===== src/rtl/mseq_gen.sv =====
module mseq_gen #(
  parameter int MAX_DEG = 8,
  parameter int HOP_W   = 6,
  localparam int DW = $clog2(MAX_DEG + 1),
  localparam int CW = $clog2(HOP_W)
) (
  input  logic                clk,
  input  logic                rst_n,
  input  logic                en,
  input  logic                load,
  input  logic [DW-1:0]       deg_in,
  input  logic [MAX_DEG:0]    poly_in,
  input  logic                recip_in,
  input  logic [MAX_DEG-1:0]  seed_in,
  output logic                chip,
  output logic signed [1:0]   chip_pm,
  output logic [HOP_W-1:0]    hop_word,
  output logic                hop_valid,
  output logic                wrap
);

  logic [DW-1:0]      deg_c;
  logic [MAX_DEG-1:0] mask_c, taps_c, seed_m, seed_c;
  logic [MAX_DEG-1:0] sr, seed_q, taps_q, mask_q, nxt_raw, nxt;
  logic [HOP_W-1:0]   hop_acc;
  logic [CW-1:0]      hop_cnt;
  logic               fb;

  assign deg_c = (deg_in < DW'(2))       ? DW'(2) :
                 (deg_in > DW'(MAX_DEG)) ? DW'(MAX_DEG) : deg_in;

  always_comb begin
    for (int k = 0; k < MAX_DEG; k++) begin
      mask_c[k] = (k < int'(deg_c));
      taps_c[k] = 1'b0;
      if (k < int'(deg_c))
        taps_c[k] = recip_in ? poly_in[k+1] : poly_in[int'(deg_c) - 1 - k];
    end
  end

  assign seed_m  = seed_in & mask_c;
  assign seed_c  = (|seed_m) ? seed_m : MAX_DEG'(1);

  assign fb      = ^(sr & taps_q);
  assign nxt_raw = {sr[MAX_DEG-2:0], fb} & mask_q;
  assign nxt     = (|nxt_raw) ? nxt_raw : MAX_DEG'(1);

  assign chip    = |(sr & mask_q & ~(mask_q >> 1));
  assign chip_pm = {chip, 1'b1};

  always_ff @(posedge clk or negedge rst_n) begin
    if (!rst_n) begin
      sr        <= MAX_DEG'(1);
      seed_q    <= MAX_DEG'(1);
      taps_q    <= MAX_DEG'(3);
      mask_q    <= MAX_DEG'(3);
      hop_acc   <= '0;
      hop_cnt   <= '0;
      hop_word  <= '0;
      hop_valid <= 1'b0;
      wrap      <= 1'b0;
    end else if (load) begin
      sr        <= seed_c;
      seed_q    <= seed_c;
      taps_q    <= taps_c;
      mask_q    <= mask_c;
      hop_cnt   <= '0;
      hop_valid <= 1'b0;
      wrap      <= 1'b0;
    end else if (en) begin
      sr      <= nxt;
      wrap    <= (nxt == seed_q);
      hop_acc <= {hop_acc[HOP_W-2:0], chip};
      if (hop_cnt == CW'(HOP_W - 1)) begin
        hop_cnt   <= '0;
        hop_word  <= {hop_acc[HOP_W-2:0], chip};
        hop_valid <= 1'b1;
      end else begin
        hop_cnt   <= hop_cnt + CW'(1);
        hop_valid <= 1'b0;
      end
    end else begin
      hop_valid <= 1'b0;
      wrap      <= 1'b0;
    end
  end

endmodule


===== config.mk =====
export PLATFORM = sky130hd
export DESIGN_NAME = mseq_gen
export DESIGN_NICKNAME = d
export VERILOG_FILES = /design/src/rtl/mseq_gen.sv
export SDC_FILE = /design/constraint.sdc
export NUM_CORES = 1
export LEC_CHECK = 0
export ABC_AREA = 1
export BUFFER_PORTS_ARGS = -buffer_cell sky130_fd_sc_hd__buf_2
export CAP_MARGIN = 40
export CORE_MARGIN = 2
export CORE_UTILIZATION = 35
export DETAILED_ROUTE_END_ITERATION = 16
export GPL_TIMING_DRIVEN = 0
export PLACE_DENSITY = 0.59
export RECOVER_POWER = 100
export SLEW_MARGIN = 20
export SYNTH_ARGS = -nofsm -noshare
export SYNTH_HDL_FRONTEND = slang
export SYNTH_SLANG_ARGS = --single-unit

===== constraint.sdc =====
create_clock -name clk -period 1.38 [get_ports clk]
set_clock_uncertainty 0.05 [all_clocks]
set_input_delay 0.276 -clock clk [delete_from_list [all_inputs] [get_ports clk]]
set_output_delay 0.276 -clock clk [all_outputs]
set_load 0.02 [all_outputs]

# After elaboration in Yosys (flattened, before gate mapping)
# Cells that the tools add are included.
[op_classes]
bitwise = 7
n_addsub = 9
n_reduce_logical = 7
mux = 54
magnitude_cmp = 18
n_eq_ne = 2
[ops]
columns = ["cell", "n"]
rows = [
  ["$lt 32x6->1 const B", 6],
  ["$and 8x8->8", 5],
  ["$mux 1", 37],
  ["$bmux 1 s4", 8],
  ["$mux 8", 4],
  ["$reduce_or 8->1", 3],
  ["$sub 5x4->6 const B", 4],
  ["$lt 3x4->1 const A", 4],
  ["$sub 5x3->6 const B", 2],
  ["$mux 3", 3],
  ["$eq 8x8->1", 1],
  ["$lt 1x4->1 const A", 2],
  ["$lt 2x4->1 const A", 2],
  ["$mux 4", 2],
  ["$not 7->8", 1],
  ["$reduce_xor 8->1", 1],
  ["$lt 5x6->1 const B", 1],
  ["$lt 6x6->1 const B", 1],
  ["$sub 5x2->6 const B", 1],
  ["$sub 4x1->5 const B", 1],
  ["$gt 4x4->1 const B", 1],
  ["$lt 4x2->1 const B", 1],
  ["$add 3x1->3 const B", 1],
  ["$eq 3x3->1 const B", 1],
  ["other kinds (4)", 4],
]
[totals]
in_bits = 26
regBits = 48

# Logic depth before layout (Yosys ltp)
# Gate-level depths: netlist of run 1.
[depth]
ltp_word = 10
mapped_depth = 19
ltp_nobuf = 17

# Worst setup path after synthesis of run 1
# OpenSTA, ideal clock, no wires.
[synth_path]
path_kind = "input port to flip-flop"
startpoint = "in deg_in[3]"
endpoint = "reg taps_q[5]"
setup_slack_ps = -987
arrival_ps = 2200
n_path_buf = 1
stages = 17
cell_sequence = "buf_6 -> a21oi_1 -> inv_1 -> ha_1 -> xor2_2 -> inv_1 -> ha_1 -> inv_1 -> nand2_2 -> inv_1 -> nand2_2 -> nand3_1 -> nand2_1 -> inv_1 -> nand2_1 -> nand2_1 -> nand2_1"
[synth_via]
elab_chain_len = 10
elab_cells_between_ends = 12
cone_classes = "2 x add/sub; 3 x order compare; 7 x mux"
[synth_lines]
columns = ["element", "line_no", "rtl"]
rows = [
  ["start, declared", "11", "input logic [DW-1:0] deg_in,"],
  ["$gt 4x4->1", "30", "(deg_in > DW'(MAX_DEG)) ? DW'(MAX_DEG) : deg_in;"],
  ["$mux 4", "30", ""],
  ["$mux 4 *", "29", "assign deg_c = (deg_in < DW'(2)) ? DW'(2) :"],
  ["$sub 4x1->5", "37", "taps_c[k] = recip_in ? poly_in[k+1] : poly_in[int'(deg_c) - 1 - k];"],
  ["$sub 5x4->6", "37", ""],
  ["$bmux 1 s4", "37", ""],
  ["$mux 1 (implied by the code) (2 in series)", "37", ""],
  ["$mux 1", "37", ""],
  ["$mux 1 *", "36", "if (k < int'(deg_c))"],
  ["end signal, assigned", "65", "taps_q <= taps_c;"],
  ["end, declared", "24", "logic [MAX_DEG-1:0] sr, seed_q, taps_q, mask_q, nxt_raw, nxt;"],
]
# Every way passes the cells marked *; elsewhere a longest branch is shown, timed or not. The select of a mux whose other input is x is not followed.
# A chain may end at the register's enable or synchronous reset.

# Final worst setup path of run 1
[layout_path]
startpoint = "reg sr[3]"
endpoint = "out chip_pm[1]"
[layout_via]
elab_chain_len = 3
[layout_lines]
columns = ["element", "line_no", "rtl"]
rows = [
  ["start, declared", "24", ""],
  ["start signal, assigned", "71", "sr <= nxt;"],
  ["$and 8x8->8 (2 in series)", "48", "assign chip = |(sr & mask_q & ~(mask_q >> 1));"],
  ["$reduce_or 8->1", "48", ""],
  ["end, declared", "16", "output logic signed [1:0] chip_pm,"],
]
# No other way between the ends.

==> results of run 1 <==
cell families (layout without fill, tap and decap cells):
| logic type | after synthesis | count (layout) | synth area share (%) |
|---|---|---|---|
| muxes | 1 | 1 | 0.316 |
| adders and majority gates | 9 | 9 | 3.55 |
| AOI/OAI and AO/OA | 58 | 58 | 11.4 |
| buffers and inverters | 77 | 153 | 10.4 |
| other | 1 | 1 | 0.118 |
| and+or+nand+nor | 267 | 267 | 35.0 |
| DFF | 48 | 48 | 38.1 |
| xor gates and xnor gates | 3 | 3 | 1.07 |
worst paths after layout:
check | from | to | slack (ns) | depth (start not counted)
setup / recovery | sr[3]$_DFFE_PN0P_ | chip_pm[1] | -0.54 | 6
hold / removal | seed_in[2] | seed_q[2]$_DFFE_PN0P_ | 0.20 | 3
setup reg to reg | sr[0]$_DFFE_PN1P_ | wrap$_DFF_PN0_ | -0.25 | 13
hold reg to reg | taps_q[1]$_DFFE_PN1P_ | taps_q[1]$_DFFE_PN1P_ | 0.43 | 2
max in group asynchronous | rst_n | sr[0]$_DFFE_PN1P_ | 0.14 | 3
min in group asynchronous | rst_n | mask_q[4]$_DFFE_PN0P_ | 0.44 | 2
placed cells by master, fill, tap and decap left out, types with 3 or more instances in the layout:
cell,netlist,final
buf_4,2,25
a21oi_1,14,13
dfstp_2,6,6
nand2_4,1,3
clkbuf_1,5,13
nor2_4,1,3
nand4_1,3,3
dfrtp_1,42,41
o21ai_0,17,14
nand2_2,6,22
buf_6,2,12
inv_4,0,4
inv_2,2,13
nand2_1,185,167
nand3_1,51,43
o21ai_2,2,6
clkbuf_8,0,5
o211ai_1,10,10
nor2_1,17,16
buf_2,1,22
ha_4,0,7
inv_1,63,46
nand3_2,0,7
area by class of cell:
cell class,count,area [µm²]
plain buffers,11,88.8
clock buffers,5,68.8
clock inverters,3,68.8
fillers,856,4520
inverters,66,267
multi-input cells,339,1910
flip-flops and latches,48,1210
well taps,108,135
repair buffers,68,493
timing repair:
action                                 CTS  global route
pin swaps                               26            32
buffers inserted                        27             9
setup endpoints to repair               23            25
endpoints found under the hold margin   17             0
cloned                                   0             1
gates resized for setup                 52            41
hold buffers                             1             0
layer usage:
layer	global-route usage (%)	vias up
met5	0	-
met4	5.37	0
met3	2.95	13
met2	33.1	85
met1	24.4	1516
li1	-	1620
power by group through the flow:
stage	Combinational, mW	Sequential, mW	Clock, mW
6_report	1.38	1.69	1.23
4_1_cts	1.28	1.69	1.26
2_1_floorplan	0.784	1.69	0
3_3_place_gp	1.04	1.72	0
3_5_place_dp	1.07	1.72	0
5_1_grt	1.55	1.71	1.32
state kept, by name (all words and copies together), names as in the netlist:
name and count:
mask_q 8, seed_q 8, sr 8, taps_q 8, hop_word 6, hop_acc 5, hop_cnt 3, hop_valid 1
wrap 1
worst min-delay path, stage by stage:
cell     delay (ns)
buf_2          0.11
nand2_1        0.08
nand2_1        0.06
through the flow:
step	area, µm²	cells	TNS, ns	worst slack (ns)	util [%]
after CTS	4090	640	-3.47	-0.608	46.6
after global placement	3560	605	-16.44	-0.990	40.7
after floorplan	3260	464	-5.97	-0.718	-
after detailed placement	3580	606	-16.80	-1.03	40.9
final	4240	648	-4.04	-0.544	48.4
after global routing	4240	648	-6.28	-0.663	48.4
==> flow_metrics.py, run 1 <==
metrics = {
    "floorplan": {
        "die_height_um": 99.2,
        "initial_core_util_pct": 36.2,
        "coreArea_mm2": 0.00876,
        "dieArea_mm2": 0.00984,
        "io_pins": 37,
        "die_x_um": 99.2,
        "num_rows": 34,
    },
    "synthesis": {
        "yosys.cell_types.count": 39,
        "synthTopCellsByCount": "nand2_1 (185), inv_1 (63), nand3_1 (51)",
        "yosys.area.top_type": "dfrtp_1",
        "synth_edf_count": 0,
        "synth.ff_latch_count": 48,
        "yosysSeqAreaShare_pct": 38.1,
        "synth_nets": 499,
        "async_flop_share_pct": 100,
        "synth_top_area_share_pct": 33.1,
        "synthCells": 464,
        "netlist_area_mm2": 0.00317,
        "synth_top_cells_by_area": "dfrtp_1 (33%), nand2_1 (22%), nand3_1 (8.1%), inv_1 (7.5%), dfstp_2 (5.0%)",
        "ys_warn_count": 0,
        "avgSynthCellArea_um2": 6.83,
        "yosysMostFrequentCell": "nand2_1",
        "synth_ff_type": "dfrtp_1",
    },
    "placement": {
        "gp_congestion": 0.936,
        "hpwl_mm": 6.71,
        "port_buffers": 33,
    },
    "job": {
        "maxCapViolations": 0,
    },
    "setup_path": {
        "cpPeakStageDelay_ns": 0.44,
        "arrival_ns": 1.60,
        "cp_num_buf_inv": 3,
        "crit_chain": "nand3_1 -> nand2_1 -> nor4_4 -> inv_2 -> buf_6 -> buf_6",
        "path_delay_family": "simple AND/OR/NAND/NOR gates",
        "cp_max_fo": 4,
        "slowest_stage": "dfrtp_1",
        "worstPathRequired_ns": 1.05,
        "path_class": "reg2out",
        "critPathLaunchType": "flop",
        "critPathCaptureType": "primary output",
        "crit_path_frequent_cell": "buf_6",
    },
    "timing": {
        "whs_ns": 0.196,
        "fmaxAchievable_mhz": 520,
        "worstMarginPinSlew_ns": 0.580,
        "fin_ws_ns": -0.544,
        "hold_viol": 0,
        "slew-limit-headroom_pct": 61.2,
        "rsz0062_at_grt": "yes",
        "slew_violations": 0,
        "post-route-period-util_pct": 139,
        "min_period_ns": 1.92,
        "setup_viol_count_final": 17,
    },
    "drt": {
        "wirelength_mm": 9.08,
        "firstDrtPassIters": 5,
        "drc": 0,
        "avgRoutedWirePerCell_um": 14.0,
        "vias_per_cell": 4.99,
        "topRoutingLayerUsed": "met4",
        "postRouteAntennaNets": 0,
        "met2WireLength_mm": 4.59,
        "first_iter_violations": 186,
        "route.met3.wl_um": 369,
        "vias": 3234,
        "wirelength_met1_mm": 3.95,
    },
    "run_status": {
        "outcome": "finished, violations left",
        "violations": "negative setup slack",
    },
    "power_and_ir_drop": {
        "seqPwrFrac_pct": 39.3,
        "p_clk_share_pct": 28.5,
        "pwr_density_cell_mw_per_mm2": 1010,
        "power_frac_comb_pct": 32.2,
        "power.total_mw": 4.30,
        "p_sw_mw": 1.42,
        "internal_power_mw": 2.88,
        "vdd_drop_max_uv": 453,
        "cellLeakagePower_nw": 2.22,
        "swShare_pct": 33.1,
    },
    "layout": {
        "drive_gt1_share_pct": 29.1,
        "final_nets": 574,
        "area_growth_pct": 33.9,
        "antenna_cells": 0,
    },
    "clock_tree": {
        "clock-sinks": 48,
        "ctsRootBufferMaster": "clkbuf_8",
        "insertion_delay_ns": 0.31,
        "numCtsBuffers": 5,
        "ctsLongestPathBuffers": 2,
        "cts_max_level": 2,
        "path_clk_slew_ns": 0.10,
        "cts_tree": "built",
    },
    "global_routing": {
        "grt-ovfl-total": 0,
        "grt_start_max_net_pins": 28,
        "grt_first_pass_wirelength_mm": 15.1,
        "antenna_found_initial": 0,
        "grt_pass1_vias": 3201,
        "grt_usage_pct": 19.0,
    },
    "min_path": {
        "hp-class": "in2reg",
    },
}
Power figures use the tool's default switching activity.
==> run 2: changes to the inputs <==
--- a/config.mk
+++ b/config.mk
@@ -12,7 +12,7 @@
 export CORE_UTILIZATION = 35
 export DETAILED_ROUTE_END_ITERATION = 16
 export GPL_TIMING_DRIVEN = 0
-export PLACE_DENSITY = 0.59
+export PLACE_DENSITY = 0.57
 export RECOVER_POWER = 100
 export SLEW_MARGIN = 20
 export SYNTH_ARGS = -nofsm -noshare
==> constraint.sdc (replaced) <==
create_clock -name clk -period 2.26 [get_ports clk]
set_clock_uncertainty 0.05 [all_clocks]
set_input_delay 0.452 -clock clk [delete_from_list [all_inputs] [get_ports clk]]
set_output_delay 0.452 -clock clk [all_outputs]
set_load 0.02 [all_outputs]
==> run 2 against run 1 <==
Compared with the run above:
- the flow now finishes without violations
- worst hold slack gained 0.058 ns
- core utilization shrank 5.3 points
- sequential power shrank 39%
- final cell count shrank 3.2%
- highest routed layer unchanged
==> flow_metrics.py, run 2 (synthesized netlist as in run 1, its figures left out) <==
metrics = {
    "placement": {
        "gp_congestion": 0.921,
        "postPlaceCellArea_mm2": 0.00357,
        "pre_cts_ws_ns": -0.312,
        "hpwl_mm": 6.62,
        "port_buffers": 33,
    },
    "setup_path": {
        "worstPathRequired_ns": 1.76,
        "critPathCaptureType": "primary output",
        "cp_num_buf_inv": 3,
        "path_class": "reg2out",
        "critPathLaunchType": "flop",
        "cpPeakStageDelay_ns": 0.55,
        "cp_max_fo": 3,
        "path_delay_family": "flip-flops",
        "arrival_ns": 1.60,
        "crit_chain": "inv_2 -> nand3_2 -> nand2_2 -> nor4_4 -> inv_1 -> clkbuf_2",
        "slowest_stage": "dfstp_1",
    },
    "power_and_ir_drop": {
        "pwr_density_cell_mw_per_mm2": 586,
        "vdd_drop_max_uv": 224,
        "cellLeakagePower_nw": 2.02,
    },
    "clock_tree": {
        "clock-sinks": 48,
        "ctsRootBufferMaster": "clkbuf_8",
        "ctsLongestPathBuffers": 2,
        "cts_tree": "built",
        "numCtsBuffers": 5,
        "insertion_delay_ns": 0.31,
        "path_clk_slew_ns": 0.09,
        "cts_max_level": 2,
        "hold_buffers": 0,
    },
    "drt": {
        "wirelength_mm": 8.47,
        "drc": 0,
        "vias_per_cell": 4.93,
        "vias": 3090,
        "firstDrtPassIters": 5,
        "avgRoutedWirePerCell_um": 13.5,
        "first_iter_violations": 130,
        "postRouteAntennaNets": 0,
    },
    "timing": {
        "min_period_ns": 2.11,
        "slew_violations": 0,
        "whs_ns": 0.254,
        "fmaxAchievable_mhz": 475,
        "hold_viol": 0,
        "post-route-period-util_pct": 93.2,
        "worstMarginPinSlew_ns": 1.05,
        "slew-limit-headroom_pct": 29.9,
        "setup_viol_count_final": 0,
        "tns_ns": 0,
        "fin_ws_ns": 0.154,
        "rsz0062_at_grt": "no",
    },
    "global_routing": {
        "antenna_found_initial": 0,
        "grt_first_pass_wirelength_mm": 14.0,
        "grt_start_max_net_pins": 30,
        "grt_usage_pct": 17.7,
        "grt_pass1_vias": 2916,
        "grt-ovfl-total": 0,
    },
    "layout": {
        "layout_common_cells": "nand2_1 (184), inv_1 (54), nand3_1 (49)",
        "final_common_cell": "nand2_1",
        "area_growth_pct": 19.3,
        "final_nets": 554,
        "nFillCells": 901,
        "final_cell_area_mm2": 0.00378,
        "antenna_cells": 0,
        "drive_gt1_share_pct": 17.1,
    },
    "job": {
        "maxCapViolations": 0,
    },
    "floorplan": {
        "die_height_um": 99.2,
        "num_rows": 34,
        "initial_core_util_pct": 36.2,
        "coreArea_mm2": 0.00876,
        "io_pins": 37,
        "die_x_um": 99.2,
        "dieArea_mm2": 0.00984,
    },
    "run_status": {
        "outcome": "finished clean",
    },
    "min_path": {
        "hp-class": "in2async",
    },
}
[run 2: changes by cell type in the layout (fill, tap and decap cells not counted), moves of 6 or more]
cell and delta:
inv_1 +8, nand3_1 +6, nand2_1 +17, buf_4 -11, buf_6 -9, nand2_2 -15
[run 2: path summary, 6_finish.rpt]
| kind | cells past startpoint | end | slack (ns) | from |
|---|---|---|---|---|
| max | 6 | chip | 0.15 | mask_q[1]$_DFFE_PN1P_ |
| min | 1 | mask_q[4]$_DFFE_PN0P_ | 0.25 | rst_n |
| max reg2reg | 12 | wrap$_DFF_PN0_ | 0.57 | sr[0]$_DFFE_PN1P_ |
| min reg2reg | 2 | taps_q[1]$_DFFE_PN1P_ | 0.42 | taps_q[1]$_DFFE_PN1P_ |
| max in group asynchronous | 2 | sr[4]$_DFFE_PN0P_ | 0.58 | rst_n |
| min in group clk | 3 | seed_q[3]$_DFFE_PN0P_ | 0.35 | seed_in[3] |
[run 2: where the power goes]
group | total (mW) | switching (mW) | internal, mW
Clock | 0.490 | 0.280 | 0.210
Sequential | 1.03 | 0.0746 | 0.957
Combinational | 0.697 | 0.426 | 0.271
Total | 2.22 | 0.781 | 1.44
[run 2: layout make-up]
class	count	area (µm²)	share of cell area, %
Multi-Input combinational cell	339	1730	45.8
Clock inverter	2	12.5	0.331
Clock buffer	5	68.8	1.82
Inverter	66	255	6.75
Sequential cell	48	1210	32.0
Buffer	10	85.1	2.25
Timing Repair Buffer	49	283	7.47
Tap cell	108	135	3.57
[run 2: layer usage]
| layer | track usage (%) | routed length, µm |
|---|---|---|
| met1 | 24.9 | 3980 |
| met5 | 0 | 0 |
| met4 | 4.43 | 77 |
| met2 | 29.0 | 4060 |
| met3 | 2.60 | 353 |
[run 2: what timing repair did]
action / 4_1_cts / 5_1_grt
setup endpoints to repair: 3 / 6
gates cloned: 0 / 0
pin swaps: 1 / 8
hold endpoints to repair: 0 / 0
setup buffers: 0 / 15
resized for setup: 2 / 17
[run 2: through the flow]
step                      cells  power, mW  util, %
after floorplan             464       1.50        -
after global placement      605       1.68     40.5
after detailed placement    606       1.69     40.7
after CTS                   613       2.20     41.8
after global routing        627       2.38     43.2
final                       627       2.22     43.2
